[src/rtl/csr_spin_pkg.sv]
package csr_spin_pkg;

  // Per-transfer strobes from the decode/handshake control to the datapath
  typedef struct packed {
    logic respond;   // an acknowledge goes out next cycle
    logic fail;      // that acknowledge carries the error flag
    logic wrCtrl;    // accepted store to the control word
    logic rdCtrl;    // accepted fetch of the control word
    logic rdStatus;  // accepted fetch of the status word
  } csr_strb_t;

endpackage

[src/rtl/csr_spin_ctrl.sv]
module csr_spin_ctrl
  import csr_spin_pkg::*;
#(
  parameter int ADDR_W = 16,
  parameter logic [ADDR_W-1:0] BASE_ADDR = 'h40,
  parameter bit REJECT_STATUS_STORE = 1'b1
) (
  input  logic              clk,
  input  logic              rstN,
  input  logic [ADDR_W-1:0] busAddr,
  input  logic              busFetch,
  input  logic              busStore,
  output csr_strb_t         strb,
  output logic              busAck,
  output logic              busErr
);

  localparam logic [ADDR_W-1:0] STAT_ADDR = ADDR_W'(BASE_ADDR + 1'b1);

  logic hitCtrl, hitStat, anyStrobe, strobeSeen, newReq, bothStrobes;

  assign hitCtrl     = (busAddr == BASE_ADDR);
  assign hitStat     = (busAddr == STAT_ADDR);
  assign anyStrobe   = busFetch | busStore;
  assign bothStrobes = busFetch & busStore;
  assign newReq      = anyStrobe & ~strobeSeen & (hitCtrl | hitStat);

  always_comb begin
    strb          = '0;
    strb.respond  = newReq;
    strb.fail     = newReq & (bothStrobes |
                    (busStore & hitStat & REJECT_STATUS_STORE));
    strb.wrCtrl   = newReq & busStore & ~busFetch & hitCtrl;
    strb.rdCtrl   = newReq & busFetch & ~busStore & hitCtrl;
    strb.rdStatus = newReq & busFetch & ~busStore & hitStat;
  end

  always_ff @(posedge clk) begin
    if (!rstN) begin
      strobeSeen <= 1'b0;
      busAck     <= 1'b0;
      busErr     <= 1'b0;
    end else begin
      strobeSeen <= anyStrobe;
      busAck     <= strb.respond;
      busErr     <= strb.fail;
    end
  end

  // the acknowledge never lasts longer than one cycle
  assert_ack_pulse_R2: assert property (@(posedge clk) disable iff (!rstN)
    busAck |=> !busAck);

  // an acknowledge is always preceded by a raised strobe
  assert_ack_after_strobe_R2: assert property (@(posedge clk) disable iff (!rstN)
    busAck |-> $past(busFetch || busStore));

  // an acknowledge is only given for an address inside the window
  assert_no_ack_hole_R1: assert property (@(posedge clk) disable iff (!rstN)
    busAck |-> ($past(busAddr) == BASE_ADDR || $past(busAddr) == STAT_ADDR));

  // the error flag rides only on an acknowledge
  assert_err_with_ack_R11: assert property (@(posedge clk) disable iff (!rstN)
    busErr |-> busAck);

endmodule

[src/rtl/csr_spin_dp.sv]
module csr_spin_dp
  import csr_spin_pkg::*;
#(
  parameter int DATA_W = 16,
  parameter int SPINUP_CYCLES = 20
) (
  input  logic              clk,
  input  logic              rstN,
  input  csr_strb_t         strb,
  input  logic [DATA_W-1:0] busWdata,
  output logic [DATA_W-1:0] busRdata
);

  localparam int CNT_W = $clog2(SPINUP_CYCLES + 1);
  localparam logic [CNT_W-1:0] LAST_CNT = CNT_W'(SPINUP_CYCLES - 1);

  logic [DATA_W-1:0] ctrlReg, statusWord, rdNext;
  logic [CNT_W-1:0]  spinCnt;
  logic              spinning, spunUp, storeZero;

  assign storeZero = (busWdata == '0);

  always_comb begin
    statusWord      = '0;
    statusWord[1:0] = {spunUp, spinning};
    if (strb.rdCtrl)        rdNext = ctrlReg;
    else if (strb.rdStatus) rdNext = statusWord;
    else                    rdNext = '0;
  end

  always_ff @(posedge clk) begin
    if (!rstN) begin
      ctrlReg  <= '0;
      spinning <= 1'b0;
      spunUp   <= 1'b0;
      spinCnt  <= '0;
      busRdata <= '0;
    end else begin
      busRdata <= rdNext;
      if (strb.wrCtrl) ctrlReg <= busWdata;
      if (strb.wrCtrl && storeZero) begin
        spinning <= 1'b0;
        spunUp   <= 1'b0;
        spinCnt  <= '0;
      end else if (strb.wrCtrl && !spinning) begin
        spinning <= 1'b1;
        spunUp   <= 1'b0;
        spinCnt  <= '0;
      end else if (spinning && !spunUp) begin
        if (spinCnt == LAST_CNT) spunUp <= 1'b1;
        else                     spinCnt <= spinCnt + 1'b1;
      end
    end
  end

  // spin-up complete only while running
  assert_spun_needs_run_R6: assert property (@(posedge clk) disable iff (!rstN)
    spunUp |-> spinning);

  // a start from standstill begins a fresh spin-up
  assert_start_fresh_R6: assert property (@(posedge clk) disable iff (!rstN)
    (strb.wrCtrl && !storeZero && !spinning) |=> (spinning && !spunUp));

  // a zero store leaves the device stopped
  assert_stop_clears_R4: assert property (@(posedge clk) disable iff (!rstN)
    (strb.wrCtrl && storeZero) |=> (!spinning && !spunUp));

  // without an accepted control store the control word holds
  assert_ctrl_hold_R7: assert property (@(posedge clk) disable iff (!rstN)
    !strb.wrCtrl |=> $stable(ctrlReg));

endmodule

[src/rtl/csr_spin_dev.sv]
module csr_spin_dev
  import csr_spin_pkg::*;
#(
  parameter int ADDR_W = 16,
  parameter int DATA_W = 16,
  parameter logic [ADDR_W-1:0] BASE_ADDR = 'h40,
  parameter int SPINUP_CYCLES = 20,
  parameter bit REJECT_STATUS_STORE = 1'b1
) (
  input  logic              clk,
  input  logic              rstN,
  input  logic [ADDR_W-1:0] busAddr,
  input  logic [DATA_W-1:0] busWdata,
  input  logic              busFetch,
  input  logic              busStore,
  output logic [DATA_W-1:0] busRdata,
  output logic              busAck,
  output logic              busErr
);

  csr_strb_t strb;

  csr_spin_ctrl #(
    .ADDR_W(ADDR_W),
    .BASE_ADDR(BASE_ADDR),
    .REJECT_STATUS_STORE(REJECT_STATUS_STORE)
  ) uCtrl (
    .clk(clk), .rstN(rstN), .busAddr(busAddr),
    .busFetch(busFetch), .busStore(busStore),
    .strb(strb), .busAck(busAck), .busErr(busErr)
  );

  csr_spin_dp #(
    .DATA_W(DATA_W),
    .SPINUP_CYCLES(SPINUP_CYCLES)
  ) uDp (
    .clk(clk), .rstN(rstN), .strb(strb),
    .busWdata(busWdata), .busRdata(busRdata)
  );

  // read data lines are quiet outside an acknowledge
  assert_rdata_idle_R11: assert property (@(posedge clk) disable iff (!rstN)
    !busAck |-> (busRdata == '0));

endmodule

[config.mk]
export PLATFORM = sky130hd
export DESIGN_NAME = csr_spin_dev
export DESIGN_NICKNAME = d
export VERILOG_FILES = /design/src/rtl/csr_spin_pkg.sv /design/src/rtl/csr_spin_ctrl.sv /design/src/rtl/csr_spin_dp.sv /design/src/rtl/csr_spin_dev.sv
export SDC_FILE = /design/constraint.sdc
export NUM_CORES = 1
export LEC_CHECK = 0
export BUFFER_PORTS_ARGS = -buffer_cell sky130_fd_sc_hd__buf_2
export CORE_UTILIZATION = 35
export DETAILED_ROUTE_END_ITERATION = 16
export PLACE_DENSITY = 0.6
export REMOVE_ABC_BUFFERS = 1
export SYNTH_ARGS = -nofsm -noshare
export SYNTH_HDL_FRONTEND = slang
export SYNTH_SLANG_ARGS = --single-unit
[constraint.sdc]
create_clock -name clk -period 2.95 [get_ports clk]
set_input_delay 0.7375 -clock clk [delete_from_list [all_inputs] [get_ports clk]]
set_output_delay 0.7375 -clock clk [all_outputs]
set_load 0.005 [all_outputs]
==> run summary <==
status = completed
Post-route DRC = 0
vias in the first global route = 1377
die extent in x = 71.6 um
R2R Path Start = uCtrl.strobeSeen$_SDFF_PN0_
worst setup path start = busAddr[13]
share of the synthesized area in the top cell type = 0.496
fin crit share = 0.779
Area contributors post-synth = dfxtp_1 50%, nand4_1 6.6%, and2_1 5.9%
diodes inserted = 0
drt first-iter violations = 69
fmax = 435 MHz
Tmin final = 2.30 ns
R2R depth = 4
DIE HEIGHT = 71.6 um
warnings from Yosys = 0
WL/cell = 13.1 um
sequential share of the synthesized area = 0.496
Netlist Area Pre-Place = 1700 sq um
IO Pins = 54
Clock Path Buffers = 2
relative slew slack = 0.572
Detailed Place HPWL = 2.65 mm
flop and latch count out of synthesis = 42
clk sinks = 42
dpl cell area = 2010 sq um
leading area contributor after synthesis = dfxtp_1
Core ar. = 4500 sq um
most frequent cells in the layout = 53 x buf_2, 42 x dfxtp_1, 20 x o21ai_0, 18 x nand4_1, 16 x and2_1
most common cell after layout, fill and taps aside = buf_2
CTS resizes = 0
Setup Skew = 0.00625 ns
total CTS buffers = 5
post-layout net count = 268
area delta synth->final = 24.7%
Routed Antenna Nets = 0
Static Leak = 0.838 nW
worst vdd ir = 230 uV
syn avg cell area = 9.53 sq um
Worst Max-Slew Pin Slew = 0.643 ns
CTS Hold Buffers Added = 0
Worst Path Arrival = 2.45 ns
root buffer cell = clkbuf_8
gr usage total = 0.153
Post-Layout Cell Count = 284
final hold violations = 0
DR vias = 1511
Yosys cell types = 34
row cnt = 24
CP max FO = 8
DP Worst Slack = 0.300 ns
Hold WC Path Type = reg2reg
async set-reset flop share out of synthesis = 0
post-CTS setup buffer count = 0
setup slack, reg-to-reg = 1.11 ns
Reg-to-Reg End = uDp.spinCnt[0]$_SDFFE_PP0P_
routability cong. = 0.761
RSZ-0062 raised after global routing = false
clock network latency to the later pin of the worst-skew pair = 0.29 ns
die area = 5130 sq um
pwr/cell area = 503 nW/um^2
final wirelength = 3.73 mm
Cells after Synth = 178
critical path class = in2reg
Placed Instances = 276
grt total ovfl = 0
initial core utilization = 0.377
Reg clk slew, reported paths = 0.08 ns
H-tree depth = 2
setup violators final = 0
TritonCTS clock tree = done
Slew Limit Fails = 0
Top FF cell, synth = dfxtp_1
first-pass GRT wire length = 6.12 mm
WP data required = 3.10 ns
design area = 2120 sq um
startpoint types = primary input
Setup crit end kind = flop
number of flops mapped to enable cells by yosys = 0
Setup TNS = 0 ns
largest net degree at the start of global routing = 22
DRT Pass-1 Iters = 4
CP endpoint = uDp.spinCnt[0]$_SDFFE_PP0P_
antenna violations before repair = 0
number of vias per cell = 5.32
share of post-route cells with drive strength above 1 = 0.289
max-cap viol count = 0
post-route setup slack = 0.653 ns
I/O Buffers = 53
## cell type report
cell class | count | area [sq um]
inverter | 2 | 7.51
multi-input combinational | 122 | 793
timing repair buffer | 58 | 303
fill | 450 | 2390
clock inverter | 1 | 30.0
clock buffer | 7 | 76.3
tap | 52 | 65.1
sequential | 42 | 841
## worst max-delay path, cell delays in order
cell and delay, ns:
buf_2 0.09, nor4_1 0.46, nand4_1 0.39, o31ai_1 0.66
nor2_1 0.10
## cell usage after synthesis, types with 2 or more instances
cell      number
clkbuf_1       9
nand2_1        5
nor3_1         3
nor4_1         7
inv_1          2
nor2_1         9
nand3_1        2
xor2_1         2
buf_2          2
a21oi_1        3
o21ai_0       20
nor4b_1        2
nand4_1       18
nor4bb_1       2
xnor2_1        2
a21boi_0       8
a21boi_1       9
and2_1        16
dfxtp_1       42
## worst min path at each step
stage                                 startpoint                           to  slack (ns)  cells after the start
floorplan           uDp.ctrlReg[10]$_SDFFE_PN0P_  uDp.busRdata[10]$_SDFF_PN0_        0.42                      1
global route         uDp.ctrlReg[6]$_SDFFE_PN0P_   uDp.busRdata[6]$_SDFF_PN0_        0.47                      1
detailed placement  uDp.ctrlReg[15]$_SDFFE_PN0P_  uDp.busRdata[15]$_SDFF_PN0_        0.44                      1
CTS                 uDp.ctrlReg[15]$_SDFFE_PN0P_  uDp.busRdata[15]$_SDFF_PN0_        0.46                      1
global placement     uDp.ctrlReg[6]$_SDFFE_PN0P_   uDp.busRdata[6]$_SDFF_PN0_        0.43                      1
finish               uDp.ctrlReg[4]$_SDFFE_PN0P_   uDp.busRdata[4]$_SDFF_PN0_        0.45                      1
## sequential cells by signal (all words and copies together) (netlist names)
name / flops
uDp.ctrlReg: 16
uCtrl.busErr: 1
uDp.spinCnt: 5
uDp.busRdata: 16
uDp.spinning: 1
uCtrl.strobeSeen: 1
uCtrl.busAck: 1
uDp.spunUp: 1
## metrics by stage
step                      power, mW  utilization  hold WS, ns
after floorplan               0.599            -        0.423
after global placement        0.639        0.446        0.433
after detailed placement      0.638        0.446        0.438
after CTS                      1.08        0.470        0.455
after global routing           1.11        0.470        0.471
final                          1.07        0.470        0.453
## cells by family after synthesis
group / after synthesis / synth area share
and+or+nand+nor: 73 / 0.276
AOI/OAI and AO/OA: 43 / 0.158
DFF: 42 / 0.496
buffers and inverters: 14 / 0.0369
xor gates and xnor gates: 4 / 0.0207
muxes: 1 / 0.00590
adders and majority gates: 1 / 0.00737
## power by group
| part | switching [mW] | internal (mW) | leakage, nW |
|---|---|---|---|
| logic | 0.0298 | 0.0266 | 0.447 |
| clock network | 0.187 | 0.253 | 0.0524 |
| registers | 0.00155 | 0.567 | 0.338 |
## routing by layer
layer | global-route usage | vias to the layer above | share of wire
met2 | 0.254 | 51 | 0.46
met5 | 0 | - | 0
met3 | 0.0408 | 5 | 0.063
met1 | 0.189 | 696 | 0.46
li1 | - | 759 | -
met4 | 0.0588 | 0 | 0.012
(Power assumes the default switching activity.)
